==> src/rtl/npt_pkg.sv <==
`timescale 1ns/1ps
package npt_pkg;
    typedef enum logic [1:0] {ACC_READ = 2'd0, ACC_WRITE = 2'd1, ACC_FETCH = 2'd2} acc_e;
    typedef enum logic [1:0] {FLT_NONE, FLT_NOTP, FLT_RSVD, FLT_PROT} flt_e;
    typedef enum logic [2:0] {S_IDLE, S_FETCH, S_EVAL, S_ACCW, S_RESP} wstate_e;

    localparam int BIT_PRES = 0;
    localparam int BIT_WR   = 1;
    localparam int BIT_USR  = 2;
    localparam int BIT_ACC  = 5;
    localparam int BIT_PS   = 7;
    localparam int BIT_NX   = 63;
endpackage

==> src/rtl/npt_entry_chk.sv <==
`timescale 1ns/1ps
module npt_entry_chk
    import npt_pkg::*;
#(
    parameter int PA_BITS = 52
) (
    input  logic [63:0] entry,
    input  logic [2:0]  level,
    input  logic        lma,
    input  logic        nxe,
    output logic        present,
    output logic        leaf,
    output logic        rsvd
);
    logic pae_top, ps, hi_bad, nx_bad, ps_bad, low_bad;
    logic unused_bits;

    assign unused_bits = ^{entry[6:1], entry[12:8], entry[PA_BITS-1:30]};
    assign pae_top = !lma && (level == 3'd3);
    assign ps      = entry[BIT_PS];
    assign present = entry[BIT_PRES];
    assign leaf    = (level == 3'd1) || (level == 3'd2 && ps) || (level == 3'd3 && lma && ps);
    assign hi_bad  = |entry[62:PA_BITS];
    assign nx_bad  = entry[BIT_NX] && (!nxe || pae_top);
    assign ps_bad  = ps && (level == 3'd4);

    always_comb begin
        low_bad = 1'b0;
        if (leaf && level == 3'd3) low_bad = |entry[29:13];
        else if (leaf && level == 3'd2) low_bad = |entry[20:13];
    end

    assign rsvd = hi_bad || nx_bad || ps_bad || low_bad;
endmodule

==> src/rtl/npt_syndrome.sv <==
`timescale 1ns/1ps
module npt_syndrome
    import npt_pkg::*;
(
    input  flt_e        kind,
    input  acc_e        acc,
    input  logic        is_final,
    output logic [63:0] info
);
    always_comb begin
        info     = '0;
        info[3]  = (kind == FLT_RSVD);
        info[0]  = (kind == FLT_RSVD) || (kind == FLT_PROT);
        info[2]  = 1'b1;
        info[1]  = (acc == ACC_WRITE);
        info[4]  = (acc == ACC_FETCH);
        info[32] = is_final;
        info[33] = !is_final;
    end
endmodule

==> src/rtl/npt_walker.sv <==
`timescale 1ns/1ps
module npt_walker
    import npt_pkg::*;
#(
    parameter int PA_BITS = 52
) (
    input  logic        clk,
    input  logic        rst_n,
    input  logic        vm_enter,
    input  logic        vm_exit,
    input  logic        enter_npt_en,
    input  logic [63:0] enter_base,
    input  logic        enter_lma,
    input  logic        enter_nxe,
    input  logic        req_valid,
    output logic        req_ready,
    input  logic [63:0] req_gpa,
    input  logic [1:0]  req_acc,
    input  logic        req_final,
    output logic        mem_req,
    output logic        mem_we,
    output logic [63:0] mem_addr,
    output logic [63:0] mem_wdata,
    input  logic        mem_ack,
    input  logic [63:0] mem_rdata,
    output logic        done,
    output logic        fault,
    output logic [63:0] hpa,
    output logic        perm_w,
    output logic        perm_x,
    output logic [63:0] exit_info,
    output logic [63:0] fault_gpa
);
    localparam int ADDR_LO = 12;
    localparam int IDX_W   = 9;
    localparam logic [63:0] FRAME_MASK = ((64'd1 << PA_BITS) - 64'd1) & ~64'hFFF;

    // latched guest-entry settings
    logic        en_q, lma_q, nxe_q;
    logic [63:0] base_q;

    always_ff @(posedge clk or negedge rst_n) begin
        if (!rst_n) begin
            en_q <= 1'b0; lma_q <= 1'b0; nxe_q <= 1'b0; base_q <= '0;
        end else if (vm_exit) begin
            en_q <= 1'b0;
        end else if (vm_enter) begin
            en_q <= enter_npt_en; base_q <= enter_base;
            lma_q <= enter_lma; nxe_q <= enter_nxe;
        end
    end

    wstate_e     state_q, state_d;
    logic [63:0] gpa_q, addr_q, ent_q;
    acc_e        acc_q;
    logic        fin_q, u_q, w_q, nx_q;
    logic [2:0]  lvl_q;
    logic        fault_q, pw_q, px_q;
    logic [63:0] hpa_q, info_q, fgpa_q;

    // entry evaluation
    logic        present, leaf, rsvd, pae_top, u_eff, w_eff, nx_eff, prot, need_acc;
    flt_e        kind;
    logic [63:0] syn, off_mask, leaf_hpa, first_addr, next_addr;
    logic [IDX_W-1:0] nidx;

    npt_entry_chk #(.PA_BITS(PA_BITS)) u_chk (
        .entry(ent_q), .level(lvl_q), .lma(lma_q), .nxe(nxe_q),
        .present(present), .leaf(leaf), .rsvd(rsvd)
    );

    npt_syndrome u_syn (.kind(kind), .acc(acc_q), .is_final(fin_q), .info(syn));

    assign pae_top = !lma_q && (lvl_q == 3'd3);
    assign u_eff   = pae_top ? 1'b1 : (u_q & ent_q[BIT_USR]);
    assign w_eff   = pae_top ? 1'b1 : (w_q & ent_q[BIT_WR]);
    assign nx_eff  = pae_top ? 1'b0 : (nx_q | (nxe_q & ent_q[BIT_NX]));
    assign prot    = !u_eff || (acc_q == ACC_FETCH && nx_eff) || (acc_q == ACC_WRITE && !w_eff);
    assign need_acc = !leaf && !pae_top && !ent_q[BIT_ACC];

    always_comb begin
        if (!present)          kind = FLT_NOTP;
        else if (rsvd)         kind = FLT_RSVD;
        else if (leaf && prot) kind = FLT_PROT;
        else                   kind = FLT_NONE;
    end

    always_comb begin
        unique case (lvl_q)
            3'd3:    off_mask = (64'd1 << (ADDR_LO + 2*IDX_W)) - 64'd1;
            3'd2:    off_mask = (64'd1 << (ADDR_LO + IDX_W)) - 64'd1;
            default: off_mask = (64'd1 << ADDR_LO) - 64'd1;
        endcase
        unique case (lvl_q)
            3'd4:    nidx = gpa_q[ADDR_LO + 2*IDX_W +: IDX_W];
            3'd3:    nidx = gpa_q[ADDR_LO + IDX_W +: IDX_W];
            default: nidx = gpa_q[ADDR_LO +: IDX_W];
        endcase
    end

    assign leaf_hpa   = (ent_q & FRAME_MASK & ~off_mask) | (gpa_q & off_mask);
    assign next_addr  = (ent_q & FRAME_MASK) + {52'd0, nidx, 3'b000};
    assign first_addr = lma_q
        ? (base_q & FRAME_MASK) + {52'd0, req_gpa[ADDR_LO + 3*IDX_W +: IDX_W], 3'b000}
        : (base_q & ~64'h1F) + {59'd0, req_gpa[31:30], 3'b000};

    // state register
    always_ff @(posedge clk or negedge rst_n) begin
        if (!rst_n) state_q <= S_IDLE;
        else        state_q <= state_d;
    end

    always_comb begin
        state_d = state_q;
        unique case (state_q)
            S_IDLE:  if (req_valid) state_d = en_q ? S_FETCH : S_RESP;
            S_FETCH: if (mem_ack) state_d = S_EVAL;
            S_EVAL:  if (kind != FLT_NONE || leaf) state_d = S_RESP;
                     else if (need_acc)            state_d = S_ACCW;
                     else                          state_d = S_FETCH;
            S_ACCW:  if (mem_ack) state_d = S_FETCH;
            S_RESP:  state_d = S_IDLE;
            default: state_d = S_IDLE;
        endcase
    end

    // walk datapath and result registers
    always_ff @(posedge clk or negedge rst_n) begin
        if (!rst_n) begin
            gpa_q <= '0; addr_q <= '0; ent_q <= '0; acc_q <= ACC_READ; fin_q <= 1'b0;
            u_q <= 1'b1; w_q <= 1'b1; nx_q <= 1'b0; lvl_q <= 3'd0;
            fault_q <= 1'b0; pw_q <= 1'b0; px_q <= 1'b0;
            hpa_q <= '0; info_q <= '0; fgpa_q <= '0;
        end else begin
            unique case (state_q)
                S_IDLE: if (req_valid) begin
                    gpa_q <= req_gpa; acc_q <= acc_e'(req_acc); fin_q <= req_final;
                    u_q <= 1'b1; w_q <= 1'b1; nx_q <= 1'b0;
                    if (en_q) begin
                        addr_q <= first_addr;
                        lvl_q  <= lma_q ? 3'd4 : 3'd3;
                    end else begin
                        fault_q <= 1'b0; hpa_q <= req_gpa; pw_q <= 1'b1; px_q <= 1'b1;
                        info_q <= '0; fgpa_q <= '0;
                    end
                end
                S_FETCH: if (mem_ack) ent_q <= mem_rdata;
                S_EVAL: begin
                    if (kind != FLT_NONE) begin
                        fault_q <= 1'b1; hpa_q <= '0; pw_q <= 1'b0; px_q <= 1'b0;
                        info_q <= syn; fgpa_q <= gpa_q;
                    end else if (leaf) begin
                        fault_q <= 1'b0; hpa_q <= leaf_hpa; pw_q <= w_eff; px_q <= !nx_eff;
                        info_q <= '0; fgpa_q <= '0;
                    end else begin
                        u_q <= u_eff; w_q <= w_eff; nx_q <= nx_eff;
                        if (!need_acc) begin
                            addr_q <= next_addr; lvl_q <= lvl_q - 3'd1;
                        end
                    end
                end
                S_ACCW: if (mem_ack) begin
                    addr_q <= next_addr; lvl_q <= lvl_q - 3'd1;
                end
                default: ;
            endcase
        end
    end

    // outputs
    always_comb begin
        req_ready = (state_q == S_IDLE);
        mem_req   = (state_q == S_FETCH) || (state_q == S_ACCW);
        mem_we    = (state_q == S_ACCW);
        mem_addr  = addr_q;
        mem_wdata = ent_q | (64'd1 << BIT_ACC);
        done      = (state_q == S_RESP);
    end

    assign fault     = fault_q;
    assign hpa       = hpa_q;
    assign perm_w    = pw_q;
    assign perm_x    = px_q;
    assign exit_info = info_q;
    assign fault_gpa = fgpa_q;

    // assertions
    assert_passthru_nomem_R1: assert property (@(posedge clk) disable iff (!rst_n)
        (state_q == S_IDLE && req_valid && !en_q) |=> (done && !mem_req && !fault));
    assert_wb_sets_acc_R7: assert property (@(posedge clk) disable iff (!rst_n)
        mem_we |-> (mem_req && mem_wdata[BIT_ACC]));
    assert_site_bits_R10: assert property (@(posedge clk) disable iff (!rst_n)
        (done && fault) |-> ($countones(exit_info[33:32]) == 1 && exit_info[2]));
    assert_rsvd_marks_R10: assert property (@(posedge clk) disable iff (!rst_n)
        (done && fault && exit_info[3]) |-> exit_info[0]);
    assert_exit_clears_R12: assert property (@(posedge clk) disable iff (!rst_n)
        vm_exit |=> !en_q);
    assert_hold_req_R13: assert property (@(posedge clk) disable iff (!rst_n)
        (mem_req && !mem_ack) |=> (mem_req && $stable(mem_addr) && $stable(mem_we)));
    assert_done_pulse_R14: assert property (@(posedge clk) disable iff (!rst_n)
        done |=> !done);
    assert_ready_idle_R14: assert property (@(posedge clk) disable iff (!rst_n)
        req_ready |-> (!mem_req && !done));
endmodule

==> config.mk <==
export PLATFORM = sky130hd
export DESIGN_NAME = npt_walker
export DESIGN_NICKNAME = d
export VERILOG_FILES = /design/src/rtl/npt_pkg.sv /design/src/rtl/npt_entry_chk.sv /design/src/rtl/npt_syndrome.sv /design/src/rtl/npt_walker.sv
export SDC_FILE = /design/constraint.sdc
export NUM_CORES = 1
export LEC_CHECK = 0
export BUFFER_PORTS_ARGS = -buffer_cell sky130_fd_sc_hd__buf_4
export CAP_MARGIN = 20
export CORE_MARGIN = 3
export CORE_UTILIZATION = 45
export DETAILED_ROUTE_END_ITERATION = 7
export HOLD_SLACK_MARGIN = 0.03
export PLACE_DENSITY = 0.69
export REMOVE_ABC_BUFFERS = 1
export SETUP_SLACK_MARGIN = 0.5
export SYNTH_ARGS = -nofsm -noshare
export SYNTH_HDL_FRONTEND = slang
export SYNTH_HIERARCHICAL = 1
export SYNTH_SLANG_ARGS = --single-unit
==> constraint.sdc <==
create_clock -name clk -period 8.45 [get_ports clk]
set_clock_uncertainty 0.1 [all_clocks]
set_input_delay 0 -clock clk [delete_from_list [all_inputs] [get_ports clk]]
set_output_delay 0 -clock clk [all_outputs]
set_load 0.005 [all_outputs]
==> results of run 1 <==
## cell usage in the layout (no fill, tap or decap), types with 14 or more instances in the layout
master         instances
buf_4                545
dfrtp_1              456
nand2_1              296
mux2_2               292
dlygate4sd3_1        215
o21ai_0              153
o211ai_1             128
conb_1                62
mux2i_1               58
and3_1                52
a221o_1               52
clkbuf_16             51
inv_1                 29
nand3_1               14
## cell usage after synthesis (6+ instances only)
master	instances	area, µm²
clkbuf_1	74	277.8
a221o_1	52	520.5
and3_1	52	325.3
buf_2	60	300.3
mux2i_1	58	580.6
buf_6	6	67.56
inv_1	29	108.9
nand2_1	296	1111
o211ai_1	128	960.9
nor2b_1	7	43.79
mux2_2	292	3288
nor2_1	7	26.28
buf_4	128	960.9
dfrtp_1	456	11410
a21oi_1	7	35.03
nor4_1	6	37.54
nand3_1	14	70.07
o21ai_0	153	765.7
nor3_1	6	30.03
nand2b_1	9	56.30
## power by group through the flow
stage | clock (µW) | combinational (µW) | sequential, µW
floorplan | 0 | 941 | 3150
global placement | 0 | 2110 | 3220
detailed placement | 0 | 2150 | 3250
CTS | 2440 | 2280 | 3220
global route | 2540 | 2490 | 3310
finish | 2410 | 2320 | 3240
## routing by layer
metal / wire length, µm / global-route usage / part of all wire
met1: 28480 / 0.3495 / 0.40
met2: 35210 / 0.4746 / 0.49
met3: 5475 / 0.06578 / 0.077
met4: 2071 / 0.09186 / 0.029
met5: 13 / 0 / 0.00018
## metrics by stage
stage | util | worst slack (ns)
global route | 0.6219 | 4.454
global placement | 0.5344 | 4.548
detailed placement | 0.5345 | 4.488
CTS | 0.6201 | 4.460
floorplan | - | 2.006
finish | 0.6219 | 4.595
## area by class of cell
cell class	instances	area [µm²]
fill	3608	17710
tap	607	759.5
clock inverter	24	381.6
clock buffer	70	1446
timing repair buffer	766	6371
multi-input combinational	1197	8606
antenna	1	2.502
inverter	29	108.9
sequential	458	11460
## sequential cells by signal (all words and copies together) (netlist names), 2 cells and up
register   cells
hpa           64
state_q        3
mem_addr      61
exit_info     64
acc_q          2
ent_q         64
fault_gpa     64
lvl_q          3
base_q        59
gpa_q         64
## path summary, 6_finish.rpt
check                                    from            to  slack, ns  cells after the start
worst max-delay path                ent_q[23]  mem_addr[51]       4.59                     10
worst min-delay path            mem_rdata[12]     ent_q[12]       0.08                      3
worst max register to register      ent_q[23]  mem_addr[51]       4.59                     10
worst min register to register     base_q[43]    base_q[43]       0.40                      1
max in group asynchronous               rst_n  mem_addr[11]       5.90                      5
min in group asynchronous               rst_n           w_q       0.53                      3
## cell families (layout without fill, tap and decap cells)
family / after synthesis / count (layout) / share of synthesized area
flip-flops: 458 / 458 / 0.5330
XOR/XNOR: 1 / 1 / 0.0004073
other: 4 / 63 / 0.0006980
adder cells (fa/ha/maj): 4 / 4 / 0.002327
AO/OA/AOI/OAI: 360 / 360 / 0.1135
multiplexers: 350 / 350 / 0.1799
AND/OR/NAND/NOR: 420 / 420 / 0.08971
buffers and inverters: 301 / 889 / 0.08046
## critical path: cells and delay by family (launching register included)
family | cells | cell delay (ns)
DFF | 1 | 0.43
muxes | 1 | 0.39
buffers and inverters | 2 | 0.75
and+or+nand+nor | 4 | 1.21
AOI/OAI and AO/OA | 3 | 0.79
## timing repair
item                                    in CTS  in global routing
endpoints found under the setup margin       0                  0
hold endpoints to repair                   362                  0
resized for setup                            0                  0
hold buffers                               216                  0
==> impl_metrics.ini, run 1 <==
[clocking]
clockBufferDepth = 3
clk_pin_slew_worst_paths_ns = 0.06
cts.sinks = 458
cts_tree = done
cts_max_level = 2
cts_made_buffers = 50
postCtsSetupBuffers = 0
cts-root-buf = clkbuf_16
clk_latency_ns = 0.59

[power_and_ir_drop]
ir_drop_mv = 0.2616
finalPower_uw = 7967
p_leak_uw = 0.01326
p_int_uw = 5494
combinationalPowerShare = 0.291
switchingPower_uw = 2473
p_per_area_nw_per_um2 = 273.4
clockPowerShare = 0.302
netSwitchingFraction = 0.3104
power_frac_seq = 0.407

[logic_synthesis]
ys_seq_area_frac = 0.5330
syn_area_um2 = 21510
yosysWarnings = 6
synthArstFlopShare = 1.000
synth.avg_cell_area_um2 = 11.33
yosys_register_bits = 458
synth_ff_type = dfrtp_1
synthCells = 1898
synth_cell_types = 57
synth_edf_count = 0

[global_routing]
track_usage = 0.2778
antenna_found_initial = 2
grt_pass1_vias = 18410
grt_first_pass_wirelength_mm = 109.5
grt_max_degree = 106
overflow = 0

[sta]
hold_ws_ns = 0.07922
final-max-slew-violation-count = 0
setup_tns_ns = 0
hold_viol_final = 0
timing.fmax_ghz = 0.2594
finalSetupViolations = 0
max_slew_margin = 0.2418
period_share = 0.4563
tightest_slew_ns = 1.137
rsz0062_at_grt = no
period_minus_slack_ns = 3.855

[finish]
fin_area_um2 = 29140
areaGrowthSynthToFinish_pct = 35.50
finalNetCount = 2710
fin_cells = 3152
layout-drive-gt1-share = 0.3738

[place]
postPlaceCellArea_um2 = 25040
dp_hpwl_mm = 43.85
io_buffers = 521
gp_congestion = 0.7943
dp.cells = 2837

[critical_path]
worstSetupPathType = flop to flop
startpoint_type = flop
crit_path_end_kind = flop
path_cells = nor4_1 -> nand3_1 -> nor4b_1 -> a2111o_1 -> nor2b_1 -> o31ai_1 -> a21oi_4 -> buf_4 -> buf_16 -> mux2_2
cp_slowest_cell = buf_4
required_ns = 8.80
cp_max_fo = 37
critPathMaxStageDelay_ns = 0.44
crit_arrival_ns = 4.21

[drt]
drt-initial-drc-count = 1403
remaining_drc_errors = 0
ant_nets = 0
dr.pass1.iters = 5
vias = 17500
viasPerCell = 5.552
wl_mm = 71.25
wire_per_inst_um = 22.60

[status]
status = completed

[die]
die_x_um = 224.6
die_area_um2 = 50450
die_h_um = 224.6
core_um2 = 46850
io_pins = 531
rows = 79
start_util = 0.4590

[min_path]
hold_class = input port to flop

[flow_run]
timing.max_cap.violations = 0
Note: power is estimated with default switching activity, not from simulation.
==> run 2: changes to the inputs <==
--- a/config.mk
+++ b/config.mk
@@ -5,13 +5,14 @@
 export SDC_FILE = /design/constraint.sdc
 export NUM_CORES = 1
 export LEC_CHECK = 0
+export ABC_AREA = 1
 export BUFFER_PORTS_ARGS = -buffer_cell sky130_fd_sc_hd__buf_4
 export CAP_MARGIN = 20
 export CORE_MARGIN = 3
 export CORE_UTILIZATION = 45
 export DETAILED_ROUTE_END_ITERATION = 7
 export HOLD_SLACK_MARGIN = 0.03
-export PLACE_DENSITY = 0.69
+export PLACE_DENSITY = 0.7
 export REMOVE_ABC_BUFFERS = 1
 export SETUP_SLACK_MARGIN = 0.5
 export SYNTH_ARGS = -nofsm -noshare
==> constraint.sdc (replaced) <==
create_clock -name clk -period 3.7 [get_ports clk]
set_clock_uncertainty 0.1 [all_clocks]
set_input_delay 0 -clock clk [delete_from_list [all_inputs] [get_ports clk]]
set_output_delay 0 -clock clk [all_outputs]
set_load 0.005 [all_outputs]
==> impl_metrics.ini, run 2 <==
[drt]
dr.pass1.iters = 6
ant_nets = 0
wire_per_inst_um = 18.84
remaining_drc_errors = 0
drt-initial-drc-count = 1286
viasPerCell = 5.005
wl_mm = 65.15
vias = 17300

[critical_path]
cp_num_buf_inv = 2
required_ns = 4.11
reg2regPathDepth = 12
crit_path_end_kind = flop
path_cells = nor2_1 -> nand4_1 -> nand2_1 -> nand2_1 -> nand2_1 -> nand2_1 -> inv_1 -> nand4_1 -> buf_4 -> o21bai_1 -> nand2_1 -> nand2_1
startpoint_type = flop
cp_max_fo = 20
cp_top_family = simple AND/OR/NAND/NOR gates
crit_arrival_ns = 3.46
cp_slowest_cell = nand4_1
worstSetupPathType = flop to flop
critPathMaxStageDelay_ns = 0.62
crit_cells = 12
crit_top_cell = nand2_1

[clocking]
cts.sinks = 458
cts_max_level = 2
clk_latency_ns = 0.58
cts_hold_buf = 209
clockBufferDepth = 3
clk_pin_slew_worst_paths_ns = 0.06
cts_resized = 0
cts-root-buf = clkbuf_16
cts_made_buffers = 49
cts_tree = done
postCtsSetupBuffers = 0

[finish]
areaGrowthSynthToFinish_pct = 36.66
regArea_um2 = 11460
finalNetCount = 3039
final_common_cell = nand2_1
fin_cells = 3457
final_cell_mix = 639 x nand2_1, 538 x buf_4, 456 x dfrtp_1
fin_area_um2 = 27800
layout-drive-gt1-share = 0.2633
final_core_util = 0.6259
multi_input_area_um2 = 7038
nFillCells = 3525

[global_routing]
grt_pass1_vias = 17800
track_usage = 0.2693
grt_max_degree = 148
grt_first_pass_wirelength_mm = 100.6
antenna_found_initial = 1
overflow = 0

[power_and_ir_drop]
ir_drop_mv = 0.4458
p_leak_uw = 0.01439
p_per_area_nw_per_um2 = 796.1

[sta]
period_share = 0.8223
fin_ws_ns = 0.6576
final-max-slew-violation-count = 0
period_minus_slack_ns = 3.042
max_slew_margin = 0.2837
finalSetupViolations = 0
timing.fmax_ghz = 0.3287
hold_viol_final = 0
tightest_slew_ns = 1.074
rsz0062_at_grt = no

[place]
gp_congestion = 0.8368
io_buffers = 521
postPlaceCellArea_um2 = 24130
dp_hpwl_mm = 42.10
dp.cells = 3163
pre_cts_ws_ns = 0.7128

[die]
die_h_um = 218.6
io_pins = 531
rows = 77
die_area_um2 = 47790
die_x_um = 218.6
core_um2 = 44410
start_util = 0.4580

[logic_synthesis]
yosys_register_bits = 458
synth.top_cell.area_share = 0.5610
synth_edf_count = 0
yosysMostFrequentCell = nand2_1
yosysWarnings = 6
synth_common_cells = 642 x nand2_1, 456 x dfrtp_1, 160 x inv_1, 139 x o21ai_0, 127 x buf_4
synth_ff_type = dfrtp_1
ys_seq_area_frac = 0.5636
yosys.area.top_type = dfrtp_1
synthArstFlopShare = 1.000
synthTopCellsByArea = dfrtp_1 56%, nand2_1 12%, mux2_2 5.5%
synth.avg_cell_area_um2 = 9.212
synth_cell_types = 42
synthCells = 2208
syn_area_um2 = 20340

[flow_run]
timing.max_cap.violations = 0

[min_path]
holdPathStages = 3
hold_class = input port to flop

[status]
status = completed
[run 2: power breakdown]
part           internal (µW)  switching (µW)  total [µW]
Clock                   2870            2020        4880
Combinational           3930            4860        8790
Sequential              7070            1390        8460
Total                  13900            8260       22100
[run 2: final timing paths]
path | from | to | slack, ns
min in group asynchronous | rst_n | hpa[55] | 0.48
worst max register to register | ent_q[14] | hpa[33] | 0.66
worst min register to register | u_q | u_q | 0.37
worst max-delay path | ent_q[14] | hpa[33] | 0.66
max in group asynchronous | rst_n | exit_info[48] | 1.61
worst min-delay path | enter_base[60] | base_q[60] | 0.1
[run 2: per-stage QoR]
stage / TNS (ns) / hold WS (ns) / power, µW
final: 0 / 0.09510 / 22130
after global placement: 0 / 0.03515 / 16720
after detailed placement: 0 / 0.04710 / 17000
after global routing: 0 / 0.08914 / 23630
after floorplan: -98.58 / -0.3956 / 12260
after CTS: 0 / 0.06098 / 22190
[run 2: per-layer routing]
metal | wire (µm) | GRT usage | vias to the layer above
met2 | 32420 | 0.4666 | 624
met4 | 2295 | 0.09763 | 0
met1 | 25490 | 0.3273 | 8443
met3 | 4931 | 0.06521 | 132
met5 | 0 | 0 | -
li1 | - | - | 8102
[run 2: cells by family after synthesis]
logic type | synth area share
xor gates and xnor gates | 0.0004307
and+or+nand+nor | 0.1731
other | 0.0007380
AOI/OAI and AO/OA | 0.09209
muxes | 0.06373
adders and majority gates | 0.002461
buffers and inverters | 0.1038
DFF | 0.5636
[run 2: worst reg2reg max path, cell delays in order (launching register included)]
cell,delay [ns]
dfrtp_1,0.47
nor2_1,0.24
nand4_1,0.23
nand2_1,0.12
nand2_1,0.06
nand2_1,0.06
nand2_1,0.08
inv_1,0.13
nand4_1,0.62
buf_4,0.49
o21bai_1,0.18
nand2_1,0.09
nand2_1,0.11
[run 2: layout make-up]
type	count	share of cell area
timing repair buffer	758	0.2283
antenna	1	0.00009003
sequential	458	0.4124
multi-input combinational	1397	0.2532
clock inverter	16	0.007067
tap	592	0.02665
inverter	167	0.02273
clock buffer	68	0.04956
==> run 3: changes to the inputs <==
==> constraint.sdc (replaced) <==
create_clock -name clk -period 3.1 [get_ports clk]
set_clock_uncertainty 0.1 [all_clocks]
set_input_delay 0 -clock clk [delete_from_list [all_inputs] [get_ports clk]]
set_output_delay 0 -clock clk [all_outputs]
set_load 0.005 [all_outputs]
==> impl_metrics.ini, run 3 (synthesis gave the netlist of run 2 again) <==
[sta]
hold_ws_ns = 0.08433
period_share = 0.8276
hold_viol_final = 0
final-max-slew-violation-count = 0
setup_tns_ns = 0
tightest_slew_ns = 0.7890
finalSetupViolations = 0
rsz0062_at_grt = no
max_slew_margin = 0.4740
period_minus_slack_ns = 2.566
timing.fmax_ghz = 0.3898

[finish]
fin_cells = 3506
layout-drive-gt1-share = 0.2704
nFillCells = 3424
areaGrowthSynthToFinish_pct = 40.58
final_common_cell = nand2_1
final_core_util = 0.6438
finalNetCount = 3080
final_cell_mix = 638 x nand2_1, 538 x buf_4, 453 x dfrtp_1

[drt]
viasPerCell = 5.110
wl_met1_mm = 27.43
wl_mm = 70.13
top_layer_used = met5
ant_nets = 0
drt-initial-drc-count = 1558
wire_per_inst_um = 20.00
wl_met3_mm = 5.961
vias = 17920
wl_met2_mm = 33.17
dr.pass1.iters = 6
remaining_drc_errors = 0

[critical_path]
required_ns = 3.51
cp-startpoint = ent_q[59]
cp_num_buf_inv = 2
crit_path_end_kind = flop
cp_top_family = simple AND/OR/NAND/NOR gates
crit_end = exit_info[51]
reg2regPathDepth = 13
worstSetupPathType = flop to flop
cp_slowest_cell = dfrtp_1
r2r_slack_ns = 0.53
r2r-end = exit_info[51]
path_cells = nor2_1 -> nand2_1 -> nor2_2 -> nand3_1 -> nor2_1 -> nand2_1 -> nor3_2 -> o21ai_2 -> nand2_8 -> buf_16 -> buf_16 -> nand2_1 -> nand2_1
startpoint_type = flop
critPathMaxStageDelay_ns = 0.39
crit_top_cell = nand2_1
crit_arrival_ns = 2.97
crit_cells = 13
cp_max_fo = 32
worstReg2RegStart = ent_q[59]

[clocking]
clockBufferDepth = 3
cts_tree = done
cts_made_buffers = 50
cts-root-buf = clkbuf_16
clk_pin_slew_worst_paths_ns = 0.06
clk_latency_ns = 0.58
cts.sinks = 458
cts_max_level = 2

[power_and_ir_drop]
power_frac_seq = 0.363
p_per_area_nw_per_um2 = 975.1
p_leak_uw = 0.01479
netSwitchingFraction = 0.3772
switchingPower_uw = 10520
combinationalPowerShare = 0.419
clockPowerShare = 0.218
p_int_uw = 17360
ir_drop_mv = 0.6587

[min_path]
min-delay-start = enter_base[61]
hold_class = input port to flop

[die]
rows = 77
die_x_um = 218.6
io_pins = 531
die_h_um = 218.6
die_area_um2 = 47790
core_um2 = 44410
start_util = 0.4580

[global_routing]
overflow = 0
grt_pass1_vias = 18360
track_usage = 0.2765
antenna_found_initial = 4
grt_max_degree = 118
grt_first_pass_wirelength_mm = 103.0

[place]
io_buffers = 521
dp.cells = 3169
gp_congestion = 0.8310
dp_hpwl_mm = 42.11

[flow_run]
timing.max_cap.violations = 0

[status]
status = completed
-- run 3: cell count changes in the layout (fill, tap and decap cells not counted), moves of 3 or more --
cell and delta:
clkbuf_16 +11, dfrtp_2 +3, clkbuf_1 +3, clkbuf_8 +4, dfrtp_1 -3, buf_16 +4, dlygate4sd3_1 +20, nor2_1 -3
-- run 3: what timing repair did --
item / 4_1_cts / 5_1_grt
cloned: 1 / 9
resized for setup: 11 / 21
pin swaps: 0 / 6
hold buffers: 229 / 0
setup buffers: 0 / 4
endpoints found under the hold margin: 724 / 0
setup endpoints to repair: 178 / 236
-- run 3: how the worst min path moves through the flow --
stage                     to  slack (ns)  cells after the start
3_5_place_dp   exit_info[62]       -0.02                      1
5_1_grt            ent_q[52]        0.08                      3
2_1_floorplan       acc_q[0]       -0.40                      0
4_1_cts           base_q[28]        0.06                      3
6_report          base_q[61]        0.08                      3
3_3_place_gp   exit_info[62]       -0.02                      1
-- run 3: final cells by class --
type | count | area [µm²] | area share
tap | 592 | 740.7 | 0.02591
inverter | 167 | 639.4 | 0.02236
clock inverter | 13 | 143.9 | 0.005032
clock buffer | 78 | 1530 | 0.05352
multi-input combinational | 1399 | 7113 | 0.2488
timing repair buffer | 796 | 6950 | 0.2431
sequential | 458 | 11470 | 0.4011
antenna | 3 | 7.507 | 0.0002626
-- run 3: power by group through the flow --
stage | clock, µW | combinational [µW] | sequential (µW)
after floorplan | 0 | 4700 | 9930
after CTS | 6180 | 10900 | 10000
after global routing | 6430 | 12800 | 10400
after global placement | 0 | 10100 | 10000
after detailed placement | 0 | 10300 | 10100
final | 6080 | 11700 | 10100
-- run 3: worst register-to-register path: stages, from the launching register on --
cell	delay, ns
dfrtp_1	0.39
nor2_1	0.15
nand2_1	0.08
nor2_2	0.13
nand3_1	0.09
nor2_1	0.20
nand2_1	0.14
nor3_2	0.26
o21ai_2	0.16
nand2_8	0.13
buf_16	0.22
buf_16	0.22
nand2_1	0.13
nand2_1	0.11
-- run 3: per-layer routing --
| metal | global-route usage | vias up |
|---|---|---|
| li1 | - | 8211 |
| met1 | 0.3344 | 8639 |
| met2 | 0.4647 | 858 |
| met3 | 0.06966 | 205 |
| met4 | 0.1296 | 2 |
| met5 | 0 | - |
-- run 3: metrics by stage --
| stage | instance area, µm² | total power (µW) | worst slack (ns) |
|---|---|---|---|
| finish | 28590 | 27880 | 0.5344 |
| global route | 28590 | 29600 | 0.4079 |
| floorplan | 19070 | 14630 | -1.771 |
| global placement | 24220 | 20110 | 0.3633 |
| detailed placement | 24220 | 20440 | 0.2937 |
| CTS | 28270 | 27140 | 0.4424 |
